### src/rtl/dvma_pkg.sv
package dvma_pkg;

  localparam int PAGE_SHIFT = 12;
  localparam int PA_W       = 36;
  localparam int PTE_VALID  = 1;
  localparam int PTE_WRITE  = 2;

  typedef enum logic [2:0] {
    WS_IDLE,
    WS_FETCH,
    WS_WAIT,
    WS_ISSUE,
    WS_DONE
  } walk_state_e;

  // Entry location: base scaled by 16 plus four bytes per page of offset.
  function automatic logic [PA_W-1:0] entry_addr(input logic [31:0] base,
                                                 input logic [31:0] dva,
                                                 input logic [31:0] win);
    logic [31:0] off;
    off = dva - win;
    return {base, 4'b0000} + {14'b0, off[31:PAGE_SHIFT], 2'b00};
  endfunction

  // Physical address: page number from entry bits 31:8, page offset from dva.
  function automatic logic [PA_W-1:0] phys_addr(input logic [31:0] pte,
                                                input logic [31:0] dva);
    return {pte[31:8], dva[PAGE_SHIFT-1:0]};
  endfunction

  function automatic logic entry_faults(input logic [31:0] pte,
                                        input logic is_write);
    return !pte[PTE_VALID] || (is_write && !pte[PTE_WRITE]);
  endfunction

  function automatic logic [31:0] fault_word(input logic is_write);
    return 32'hC080_0000 | (is_write ? 32'h0 : 32'h0004_0000);
  endfunction

endpackage

### src/rtl/dvma_cursor.sv
module dvma_cursor #(
  parameter int LEN_W = 16
) (
  input  logic             clk,
  input  logic             rst_n,
  input  logic             load,
  input  logic [31:0]      load_addr,
  input  logic [LEN_W-1:0] load_len,
  input  logic             adv,
  output logic [31:0]      cur_addr,
  output logic [LEN_W-1:0] chunk,
  output logic             last
);
  import dvma_pkg::*;

  localparam int PAGE_BYTES = 1 << PAGE_SHIFT;

  logic [31:0]       cur_q;
  logic [LEN_W-1:0]  rem_q;
  logic [PAGE_SHIFT:0] room;
  logic [LEN_W-1:0]  room_ext;

  assign room     = (PAGE_SHIFT+1)'(PAGE_BYTES) - {1'b0, cur_q[PAGE_SHIFT-1:0]};
  assign room_ext = LEN_W'(room);
  assign chunk    = (rem_q < room_ext) ? rem_q : room_ext;
  assign last     = (rem_q == chunk);
  assign cur_addr = cur_q;

  always_ff @(posedge clk or negedge rst_n) begin
    if (!rst_n) begin
      cur_q <= '0;
      rem_q <= '0;
    end else if (load) begin
      cur_q <= load_addr;
      rem_q <= load_len;
    end else if (adv) begin
      cur_q <= cur_q + 32'(chunk);
      rem_q <= rem_q - chunk;
    end
  end

  // a chunk never leaves its page and never exceeds what remains
  AST_CHUNK_FITS: assert property (@(posedge clk) disable iff (!rst_n)
    adv |-> (chunk <= rem_q) && (chunk <= room_ext) && (chunk != '0));

endmodule

### src/rtl/dvma_pte_judge.sv
module dvma_pte_judge (
  input  logic [31:0] pte,
  input  logic        is_write,
  output logic        bad,
  output logic [31:0] status
);
  import dvma_pkg::*;

  assign bad    = entry_faults(pte, is_write);
  assign status = fault_word(is_write);

  // fault word always carries the error, late-error and reserved bits
  AST_STATUS_BITS: assert final (status[31] && status[30] && status[23]);

endmodule

### src/rtl/dvma_xlate_walker.sv
module dvma_xlate_walker #(
  parameter int LEN_W = 16
) (
  input  logic                   clk,
  input  logic                   rst_n,
  input  logic                   req_valid,
  output logic                   req_ready,
  input  logic [31:0]            req_addr,
  input  logic [LEN_W-1:0]       req_len,
  input  logic                   req_write,
  output logic                   done_valid,
  output logic                   done_err,
  input  logic [31:0]            cfg_pt_base,
  input  logic [31:0]            cfg_win_start,
  output logic                   mem_req_valid,
  input  logic                   mem_req_ready,
  output logic [35:0]            mem_req_addr,
  input  logic                   mem_rsp_valid,
  input  logic [31:0]            mem_rsp_data,
  output logic                   acc_valid,
  input  logic                   acc_ready,
  output logic [35:0]            acc_addr,
  output logic [LEN_W-1:0]       acc_len,
  output logic                   acc_write,
  output logic                   flt_valid,
  output logic [31:0]            flt_status,
  output logic [31:0]            flt_addr
);
  import dvma_pkg::*;

  walk_state_e st_q, st_d;
  logic        wr_q, err_q;
  logic [35:0] pa_q;
  logic [31:0] flt_status_q, flt_addr_q;

  logic [31:0]      cur_addr;
  logic [LEN_W-1:0] chunk;
  logic             last;
  logic             pte_bad;
  logic [31:0]      pte_status;

  // named internal events
  logic req_fire, fetch_fire, rsp_hit, issue_fire, zero_req;
  assign req_fire   = (st_q == WS_IDLE) && req_valid;
  assign zero_req   = req_fire && (req_len == '0);
  assign fetch_fire = (st_q == WS_FETCH) && mem_req_ready;
  assign rsp_hit    = (st_q == WS_WAIT) && mem_rsp_valid;
  assign issue_fire = (st_q == WS_ISSUE) && acc_ready;

  dvma_cursor #(.LEN_W(LEN_W)) cursor_i (
    .clk      (clk),
    .rst_n    (rst_n),
    .load     (req_fire),
    .load_addr(req_addr),
    .load_len (req_len),
    .adv      (issue_fire),
    .cur_addr (cur_addr),
    .chunk    (chunk),
    .last     (last)
  );

  dvma_pte_judge judge_i (
    .pte     (mem_rsp_data),
    .is_write(wr_q),
    .bad     (pte_bad),
    .status  (pte_status)
  );

  always_comb begin
    st_d = st_q;
    unique case (st_q)
      WS_IDLE:  if (req_valid) st_d = zero_req ? WS_DONE : WS_FETCH;
      WS_FETCH: if (mem_req_ready) st_d = WS_WAIT;
      WS_WAIT:  if (mem_rsp_valid) st_d = pte_bad ? WS_DONE : WS_ISSUE;
      WS_ISSUE: if (acc_ready) st_d = last ? WS_DONE : WS_FETCH;
      WS_DONE:  st_d = WS_IDLE;
      default:  st_d = WS_IDLE;
    endcase
  end

  always_ff @(posedge clk or negedge rst_n) begin
    if (!rst_n) begin
      st_q         <= WS_IDLE;
      wr_q         <= 1'b0;
      err_q        <= 1'b0;
      pa_q         <= '0;
      flt_status_q <= '0;
      flt_addr_q   <= '0;
    end else begin
      st_q <= st_d;
      if (req_fire) begin
        wr_q  <= req_write;
        err_q <= 1'b0;
      end
      if (rsp_hit) begin
        if (pte_bad) begin
          err_q        <= 1'b1;
          flt_status_q <= pte_status;
          flt_addr_q   <= {cur_addr[31:PAGE_SHIFT], {PAGE_SHIFT{1'b0}}};
        end else begin
          pa_q <= phys_addr(mem_rsp_data, cur_addr);
        end
      end
    end
  end

  assign req_ready     = (st_q == WS_IDLE);
  assign mem_req_valid = (st_q == WS_FETCH);
  assign mem_req_addr  = entry_addr(cfg_pt_base, cur_addr, cfg_win_start);
  assign acc_valid     = (st_q == WS_ISSUE);
  assign acc_addr      = pa_q;
  assign acc_len       = chunk;
  assign acc_write     = wr_q;
  assign done_valid    = (st_q == WS_DONE);
  assign done_err      = err_q;
  assign flt_valid     = (st_q == WS_DONE) && err_q;
  assign flt_status    = flt_status_q;
  assign flt_addr      = flt_addr_q;

  AST_DONE_PULSE: assert property (@(posedge clk) disable iff (!rst_n)
    done_valid |=> !done_valid && req_ready);
  AST_FETCH_HOLD: assert property (@(posedge clk) disable iff (!rst_n)
    mem_req_valid && !mem_req_ready |=> mem_req_valid && $stable(mem_req_addr));
  AST_ACC_HOLD: assert property (@(posedge clk) disable iff (!rst_n)
    acc_valid && !acc_ready |=> acc_valid && $stable(acc_addr) && $stable(acc_len));
  AST_ACC_AFTER_RSP: assert property (@(posedge clk) disable iff (!rst_n)
    $rose(acc_valid) |-> $past(mem_rsp_valid));
  AST_ACC_IN_PAGE: assert property (@(posedge clk) disable iff (!rst_n)
    acc_valid |-> (32'(acc_addr[11:0]) + 32'(acc_len)) <= 32'd4096);
  AST_FLT_WITH_DONE: assert property (@(posedge clk) disable iff (!rst_n)
    flt_valid |-> done_valid && done_err && (flt_addr[11:0] == 12'h000));
  AST_FLT_WORD: assert property (@(posedge clk) disable iff (!rst_n)
    flt_valid |-> (flt_status[31:30] == 2'b11) && flt_status[23]);
  AST_NO_OVERLAP: assert property (@(posedge clk) disable iff (!rst_n)
    !(acc_valid && mem_req_valid) && !(acc_valid && done_valid));

endmodule

### config.mk
export PLATFORM = sky130hd
export DESIGN_NAME = dvma_xlate_walker
export DESIGN_NICKNAME = d
export VERILOG_FILES = /design/src/rtl/dvma_pkg.sv /design/src/rtl/dvma_cursor.sv /design/src/rtl/dvma_pte_judge.sv /design/src/rtl/dvma_xlate_walker.sv
export SDC_FILE = /design/constraint.sdc
export NUM_CORES = 1
export LEC_CHECK = 0
export ABC_AREA = 1
export ABC_CLOCK_PERIOD_IN_PS = 10900
export BUFFER_PORTS_ARGS = -buffer_cell sky130_fd_sc_hd__buf_2
export CAP_MARGIN = 10
export CORE_ASPECT_RATIO = 1.5
export CORE_MARGIN = 4
export CORE_UTILIZATION = 59
export CTS_CLUSTER_SIZE = 10
export DETAILED_ROUTE_END_ITERATION = 12
export GPL_TIMING_DRIVEN = 0
export PLACE_DENSITY_LB_ADDON = 0.2
export SETUP_SLACK_MARGIN = 0.2
export SYNTH_ARGS = -nofsm -noshare
export SYNTH_HDL_FRONTEND = slang
export SYNTH_SLANG_ARGS = --single-unit
export TNS_END_PERCENT = 100
### constraint.sdc
create_clock -name clk -period 10.9 [get_ports clk]
set_clock_uncertainty 0.15 [all_clocks]
set_input_delay 1.09 -clock clk [delete_from_list [all_inputs] [get_ports clk]]
set_output_delay 1.09 -clock clk [all_outputs]
set_load 0.01 [all_outputs]
After elaboration in Yosys (flattened, before gate mapping)
Cells that the tools add are included.

Register bits: 140. Input bits: 151. Output and inout bits: 159. Logic and storage cells: 56.

Add/subtract/negate cells: 5. $lt $le $gt $ge: 1. Eq/ne operators: 9. Multiplexer cells: 17. Bitwise operators: 1. Reduce and logical (&&, ||, !) cells: 15.

Operators with widths (count): 32-bit 2-to-1 mux (2); 16-bit 2-to-1 mux (3); 36-bit by 22-bit adder with 36-bit output (1); 32-bit by 16-bit adder with 32-bit output (1); 32-bit subtractor (1); 3-bit 2-to-1 mux (7); 19-bit 2-to-1 mux (1); 16-bit equality test (1); 16-bit logical NOT (1); 16-bit by 13-bit < comparator with 1-bit output (1); 16-bit subtractor (1); 13-bit by 12-bit subtractor with 13-bit output, first input constant (1); 3-bit one-hot mux with 4 select lines (1); 3-bit by 2-bit equality test with 1-bit output, second input constant (2); 1-bit logical AND (6); 2-bit by 1-bit inequality test with 1-bit output, second input constant (2); 2-bit inequality test, second input constant (2); 2-bit AND reduction (2); 4-bit AND reduction (1); 3-bit by 1-bit equality test with 1-bit output, second input constant (1); 3-bit equality test, second input constant (1); 3-bit logical NOT (1); 1-bit 2-to-1 mux (3); 1-bit logical NOT (2); other kinds (3) (3).

Depth between registers and ports, before layout
Gate-level depths: netlist of the first run.

Depth in word-level cells: 7. Mapped depth: 31. Gate-level depth less buffers: 30.

Cells and area by module
From an unflattened synthesis of the first run, not the netlist that was laid out.

Cell total of the unflattened synthesis: 2030. Area total of the unflattened synthesis: 13686.9 µm².

By module, submodules not included: dvma_xlate_walker (instances 1, cells each 1166, area an instance 8030.2 µm², sequential area each 2327.2 µm²); dvma_cursor (instances 1, cells each 827, area an instance 5401.4 µm², sequential area each 1201.2 µm²); dvma_pte_judge (instances 1, cells each 37, area an instance 255.2 µm², sequential area each 0.0 µm²).

Worst setup path before layout of the first run
Ideal clock, no wire load.

Path type: input to output. Start point: input port cfg_win_start[9]. End point: output port mem_req_addr[22]. Arrival: 3.550 ns. Data required time: 9.660 ns. Path slack: 6.110 ns. Stages: 20. Buffers on the path: 0. Cell sequence: inv_1 -> ha_1 -> a21oi_1 -> a21boi_0 -> nor2_1 -> nor2_1 -> nand2_1 -> xor2_1 -> ha_1 -> fa_1 -> nand3_1 -> nand2_1 -> nand2_1 -> o211ai_1 -> nand2_1 -> nand2_1 -> nand2_1 -> nand2_1 -> nand2_1 -> nand2_1.

Cells in the longest elaborated chain, start to end: 2.

RTL lines: start: declaration (RTL line dvma_xlate_walker.sv:14) `input logic [31:0] cfg_win_start,`; 32-bit subtractor (RTL line dvma_pkg.sv:21) `off = dva - win;`; 36-bit by 22-bit adder with 36-bit output (RTL line dvma_pkg.sv:22) `return {base, 4'b0000} + {14'b0, off[31:PAGE_SHIFT], 2'b00};`; end: declaration (RTL line dvma_xlate_walker.sv:17) `output logic [35:0] mem_req_addr,`.

Every way passes these cells.

Worst setup path after layout of the first run
Start point: input port cfg_win_start[3]. End point: output port mem_req_addr[28].

The elaborated chain is that of the path after synthesis.

==> flow_summary.yaml, run 1 <==
yosys:
  async_reset_ff_share_pct: 100
  synth.most_common_cell: "nand2_1"
  synth_cell_types: 44
  synth_ff_type: "dfrtp_1"
  synth_top_cell_by_area: "dfrtp_1"
  syn_avg_cell_area_sq_um: 6.25
  synth_cells: 1853
  synth-edff-count: 0
  synth_top_area_share_pct: 24.0
  synth-seq-cells: 111
  yosysSeqAreaShare_pct: 24.0
  netlist_area_sq_um: 11600
  synth_area_leaders: "dfrtp_1, nand2_1, ha_1"
  yosysWarnings: 0
  synth_common_cells: "nand2_1, inv_1, nor2_1, nand3_1"
drt:
  drc: 0
  drt_iter0_drc: 859
  via_per_inst: 5.48
  ant_nets: 0
  firstDrtPassIters: 5
  wl_per_cell_um: 16.7
  vias: 13300
  routed_wl_um: 40700
critical_path:
  cp_max_fo: 5
  endpoint: "mem_req_addr[28]"
  cp-end-kind: "output port"
  worst_setup_path_start_kind: "primary input"
  critical_path_required_ns: 9.66
  ff2ff_path_depth: 28
  crit_start: "cfg_win_start[3]"
  crit_type: "primary input to output port"
  r2r_setup_slack_ns: 5.53
  worstPathArrival_ns: 4.61
  regToRegEndpoint: "cursor_i.cur_addr[30]$_DFFE_PN0P_"
  r2r_start: "cursor_i.cur_addr[1]$_DFFE_PN0P_"
global_route:
  grt_overflow: 0
  grt_pass1_vias: 13400
  grt_pass1_wl_um: 63900
  grt_start_max_net_pins: 70
  antenna_found_initial: 0
  grtUsageTotal_pct: 36.8
cts:
  cts_sinks: 111
  hold_buffers: 0
  cts_tree: "done"
  cts_made_buffers: 9
  cts.path.max_buffers: 2
  clkLatencyLatePin_ns: 0.38
  cts_resized: 0
  cts_setup_buffers: 0
  clk_transition_reported_paths_ns: 0.08
  htreeDepth: 3
  cts_root_buf: "clkbuf_16"
timing:
  setup_viol: 0
  tns_ns: 0
  max_slew.worst_pin.slew_ns: 0.586
  finalHoldViolCount: 0
  drv_slew: 0
  period_share_pct: 53.6
  max_freq_mhz: 171
  holdWs_ns: 0.337
  rsz0062_at_grt: "no"
  fin_crit_ns: 5.85
  slew_headroom_pct: 60.5
layout:
  fillers: 1818
  final_cells: 2431
  insertedDiodeCount: 0
  drive_gt1_share_pct: 17.7
  area_growth_pct: 18.4
  multiInputGateArea_sq_um: 7440
  nets: 2414
  regArea_sq_um: 2780
die:
  die_x_um: 122
  die_y_um: 180
  io_pins: 310
  start_util_pct: 60.2
  design.die.area_sq_um: 22000
  fp-row-count: 62
  core_area_sq_um: 19200
power_and_ir_drop:
  peakVddDrop_mv: 0.328
  p_per_area_nw_per_um2: 362
  p_leak_nw: 7.91
placement:
  dp.cells: 2415
  port_buffers: 258
  dp_hpwl_um: 33700
  gp_congestion: 1.04
min_path:
  hold_path.class: "register to register"
  hold-path-cell-count: 2
run:
  drv_cap: 0
outcome:
  status: "completed"
## critical path: stages
cell and delay (ns):
buf_2 0.08, inv_1 0.05, ha_1 0.33, nand2_1 0.08, inv_1 0.08, nand3_1 0.06, o21ai_0 0.45, nand2_1 0.10
nand2_1 0.16, nand3_1 0.19, nand3_1 0.14, nand2_1 0.06, ha_1 0.37, nand2_1 0.12, nor2_1 0.13, inv_1 0.09
nor2_1 0.22, nand4_1 0.14, nand3_1 0.31, nand2_1 0.09, nand2_1 0.07, nand2_1 0.04, buf_2 0.13
## where the power goes
group | switching [mW] | internal [mW] | total [mW]
Clock | 0.176 | 0.184 | 0.360
Sequential | 0.234 | 0.607 | 0.841
Combinational | 2.45 | 1.32 | 3.77
## state kept, by name, summed over array words and instances (netlist names)
signal	flops
done_err	1
st_q	3
flt_addr	20
flt_status	2
acc_addr	36
cursor_i.rem_q	16
acc_write	1
cursor_i.cur_addr	32
## worst min path at each step
stage	startpoint	slack [ns]	to
after global routing	flt_addr[23]$_DFFE_PN0P_	0.37	flt_addr[23]$_DFFE_PN0P_
final	flt_addr[18]$_DFFE_PN0P_	0.34	flt_addr[18]$_DFFE_PN0P_
after CTS	flt_addr[24]$_DFFE_PN0P_	0.34	flt_addr[24]$_DFFE_PN0P_
after detailed placement	flt_addr[24]$_DFFE_PN0P_	0.32	flt_addr[24]$_DFFE_PN0P_
after floorplan	acc_addr[10]$_DFFE_PN0P_	0.37	acc_addr[10]$_DFFE_PN0P_
after global placement	acc_addr[7]$_DFFE_PN0P_	0.31	acc_addr[7]$_DFFE_PN0P_
## area by class of cell
class                   count  share of cell area, %
repair buffers            259                   9.63
clock buffers               9                   1.64
well taps                 256                   2.33
inverters                 280                   7.66
plain buffers              73                   3.57
clock inverters             7                  0.675
flip-flops and latches    111                   20.2
multi-input cells        1436                   54.2
## stage by stage
stage	cell area [sq um]	util [%]	power (mW)	setup WS, ns
2_1_floorplan	11800	-	3.34	6.11
3_3_place_gp	13400	69.5	4.45	5.25
3_5_place_dp	13400	69.7	4.53	5.22
4_1_cts	13700	71.3	4.91	5.20
5_1_grt	13700	71.3	5.45	4.81
6_report	13700	71.3	4.97	5.05
## routing by layer
| metal | up-vias | part of all wire [%] | global-route usage [%] |
|---|---|---|---|
| li1 | 6504 | - | - |
| met1 | 6072 | 32 | 35.1 |
| met2 | 536 | 52 | 67.7 |
| met3 | 198 | 6.2 | 5.25 |
| met4 | 0 | 9.1 | 29.8 |
| met5 | - | 0 | 0 |
## cell families after synthesis
group,after synthesis,synth area share [%]
AND/OR/NAND/NOR,983,35.1
buffers and inverters,353,13.3
AO/OA/AOI/OAI,250,12.1
flip-flops,111,24.0
adder cells (fa/ha/maj),93,10.2
XOR/XNOR,37,2.80
multiplexers,25,2.43
other,1,0.0324
## placed cells by master, fill, tap and decap left out, types with 19 or more instances in the layout
cell type and instances:
conb_1 48, ha_1 90, o21ai_0 111, nand2_1 611, mux2_2 25, xor2_1 28, o21bai_1 19, a21oi_1 74
dfrtp_1 111, inv_1 277, nand4_1 22, nand3_1 137, nor3_1 23, buf_2 273, buf_4 51, nor2_1 155
Note: power is estimated with default switching activity, not from simulation.
==> run 2: changes to the inputs <==
--- a/config.mk
+++ b/config.mk
@@ -6,12 +6,12 @@
 export NUM_CORES = 1
 export LEC_CHECK = 0
 export ABC_AREA = 1
-export ABC_CLOCK_PERIOD_IN_PS = 10900
+export ABC_CLOCK_PERIOD_IN_PS = 5600
 export BUFFER_PORTS_ARGS = -buffer_cell sky130_fd_sc_hd__buf_2
 export CAP_MARGIN = 10
 export CORE_ASPECT_RATIO = 1.5
 export CORE_MARGIN = 4
-export CORE_UTILIZATION = 59
+export CORE_UTILIZATION = 55
 export CTS_CLUSTER_SIZE = 10
 export DETAILED_ROUTE_END_ITERATION = 12
 export GPL_TIMING_DRIVEN = 0
==> constraint.sdc (replaced) <==
create_clock -name clk -period 5.6 [get_ports clk]
set_clock_uncertainty 0.15 [all_clocks]
set_input_delay 0.56 -clock clk [delete_from_list [all_inputs] [get_ports clk]]
set_output_delay 0.56 -clock clk [all_outputs]
set_load 0.01 [all_outputs]
==> flow_summary.yaml, run 2 (same netlist as run 1, synthesis figures left out) <==
die:
  core_area_sq_um: 20600
  die_y_um: 186
  start_util_pct: 56.3
  fp-row-count: 64
  design.die.area_sq_um: 23500
  io_pins: 310
  die_x_um: 127
cts:
  cts_tree: "done"
  cts.path.max_buffers: 2
  cts_made_buffers: 9
  htreeDepth: 3
  clkLatencyLatePin_ns: 0.37
  cts_sinks: 111
  clk_transition_reported_paths_ns: 0.08
  cts_root_buf: "clkbuf_16"
critical_path:
  critical_path_buf_inv_count: 2
  cp_slowest_cell: "dfrtp_2"
  critical_path_required_ns: 5.71
  worstPathArrival_ns: 5.20
  max_stage_delay_ns: 0.48
  cp-end-kind: "register"
  cpMostUsedCell: "nand2_1"
  crit_type: "register to register"
  worst_setup_path_start_kind: "register"
  cp_max_fo: 10
  cp_top_family: "simple AND/OR/NAND/NOR gates"
power_and_ir_drop:
  peakVddDrop_mv: 0.536
  power_mw: 9.69
  p_sw_mw: 5.59
  p_leak_nw: 7.93
  sequentialPowerShare_pct: 17.0
  clockPowerShare_pct: 6.7
  netSwitchingFraction_pct: 57.7
  pwr-share-comb_pct: 76.3
  p_per_area_nw_per_um2: 704
  internal-power_mw: 4.10
layout:
  largest_reg_flops: 36
  fillers: 1988
  insertedDiodeCount: 0
  nets: 2416
  regArea_sq_um: 2780
  area_growth_pct: 18.8
  final_core_util_pct: 66.9
  final_common_cell: "nand2_1"
  final_cell_mix: "nand2_1, inv_1, buf_2"
  multiInputGateArea_sq_um: 7480
  drive_gt1_share_pct: 18.2
drt:
  drt_iter0_drc: 721
  routed_wl_um: 40900
  ant_nets: 0
  wl_per_cell_um: 16.8
  drc: 0
  via_per_inst: 5.40
  firstDrtPassIters: 7
  vias: 13200
global_route:
  grt_start_max_net_pins: 75
  antenna_found_initial: 0
  grt_pass1_wl_um: 62900
  grt_pass1_vias: 13100
  grt_overflow: 0
  grtUsageTotal_pct: 33.8
timing:
  max_freq_mhz: 197
  max_slew.worst_pin.slew_ns: 0.586
  period_share_pct: 90.8
  layout_setup_ws_ns: 0.516
  setup_viol: 0
  rsz0062_at_grt: "no"
  tns_ns: 0
  finalHoldViolCount: 0
  fin_crit_ns: 5.08
  slew_headroom_pct: 60.5
  drv_slew: 0
  holdWs_ns: 0.254
placement:
  place_ws_ns: 0.312
  dp_hpwl_um: 34600
  port_buffers: 258
  gp_congestion: 1.00
run:
  drv_cap: 0
outcome:
  status: "completed"
min_path:
  hold_path.class: "primary input to register"
## run 2: through the flow
| step | cell area [sq um] | cells |
|---|---|---|
| 2_1_floorplan | 11800 | 1900 |
| 3_3_place_gp | 13400 | 2422 |
| 3_5_place_dp | 13400 | 2423 |
| 4_1_cts | 13700 | 2439 |
| 5_1_grt | 13800 | 2440 |
| 6_report | 13800 | 2440 |
## run 2: path summary, 6_finish.rpt
check / cells past startpoint / slack, ns / start / to
setup / recovery: 29 / 0.52 / cursor_i.cur_addr[1]$_DFFE_PN0P_ / cursor_i.cur_addr[30]$_DFFE_PN0P_
hold / removal: 3 / 0.25 / req_write / acc_write$_DFFE_PN0P_
setup reg to reg: 29 / 0.52 / cursor_i.cur_addr[1]$_DFFE_PN0P_ / cursor_i.cur_addr[30]$_DFFE_PN0P_
hold reg to reg: 2 / 0.34 / acc_addr[5]$_DFFE_PN0P_ / acc_addr[5]$_DFFE_PN0P_
max in group asynchronous: 3 / 4.07 / rst_n / flt_addr[12]$_DFFE_PN0P_
min in group asynchronous: 2 / 0.50 / rst_n / acc_addr[31]$_DFFE_PN0P_
## run 2: tightest hold or removal path: cells and delay by family
family | cells | cell delay [ns]
AO/OA/AOI/OAI | 1 | 0.06
buffers and inverters | 1 | 0.07
AND/OR/NAND/NOR | 1 | 0.04
## run 2: per-layer routing
layer  part of all wire [%]  wire length (um)  GRT usage [%]  up-vias
met3                    5.1              2090           3.47      170
met4                    8.5              3490           25.7        0
li1                       -                 -              -     6486
met2                     53             21800           65.5      502
met5                      0                 0              0        -
met1                     33             13500           32.2     6015
## run 2: what timing repair did
item                       4_1_cts  5_1_grt
hold endpoints to repair        37        0
setup endpoints to repair        0       25
hold buffers                     1        0
gates resized for setup          0       13
buffers inserted                 0        1
## run 2: final cells by class
| type | count | area share, % |
|---|---|---|
| buffer | 73 | 3.56 |
| clock buffer | 10 | 1.74 |
| sequential | 111 | 20.2 |
| inverter | 280 | 7.63 |
| multi-input combinational | 1436 | 54.3 |
| tap | 264 | 2.40 |
| timing repair buffer | 261 | 9.75 |
| clock inverter | 5 | 0.382 |
## run 2: power by group through the flow
stage / registers [mW] / logic (mW) / clock network [mW]
2_1_floorplan: 1.57 / 4.94 / 0
3_5_place_dp: 1.64 / 7.23 / 0
4_1_cts: 1.62 / 7.28 / 0.660
3_3_place_gp: 1.62 / 7.11 / 0
5_1_grt: 1.67 / 8.23 / 0.687
6_report: 1.64 / 7.39 / 0.650
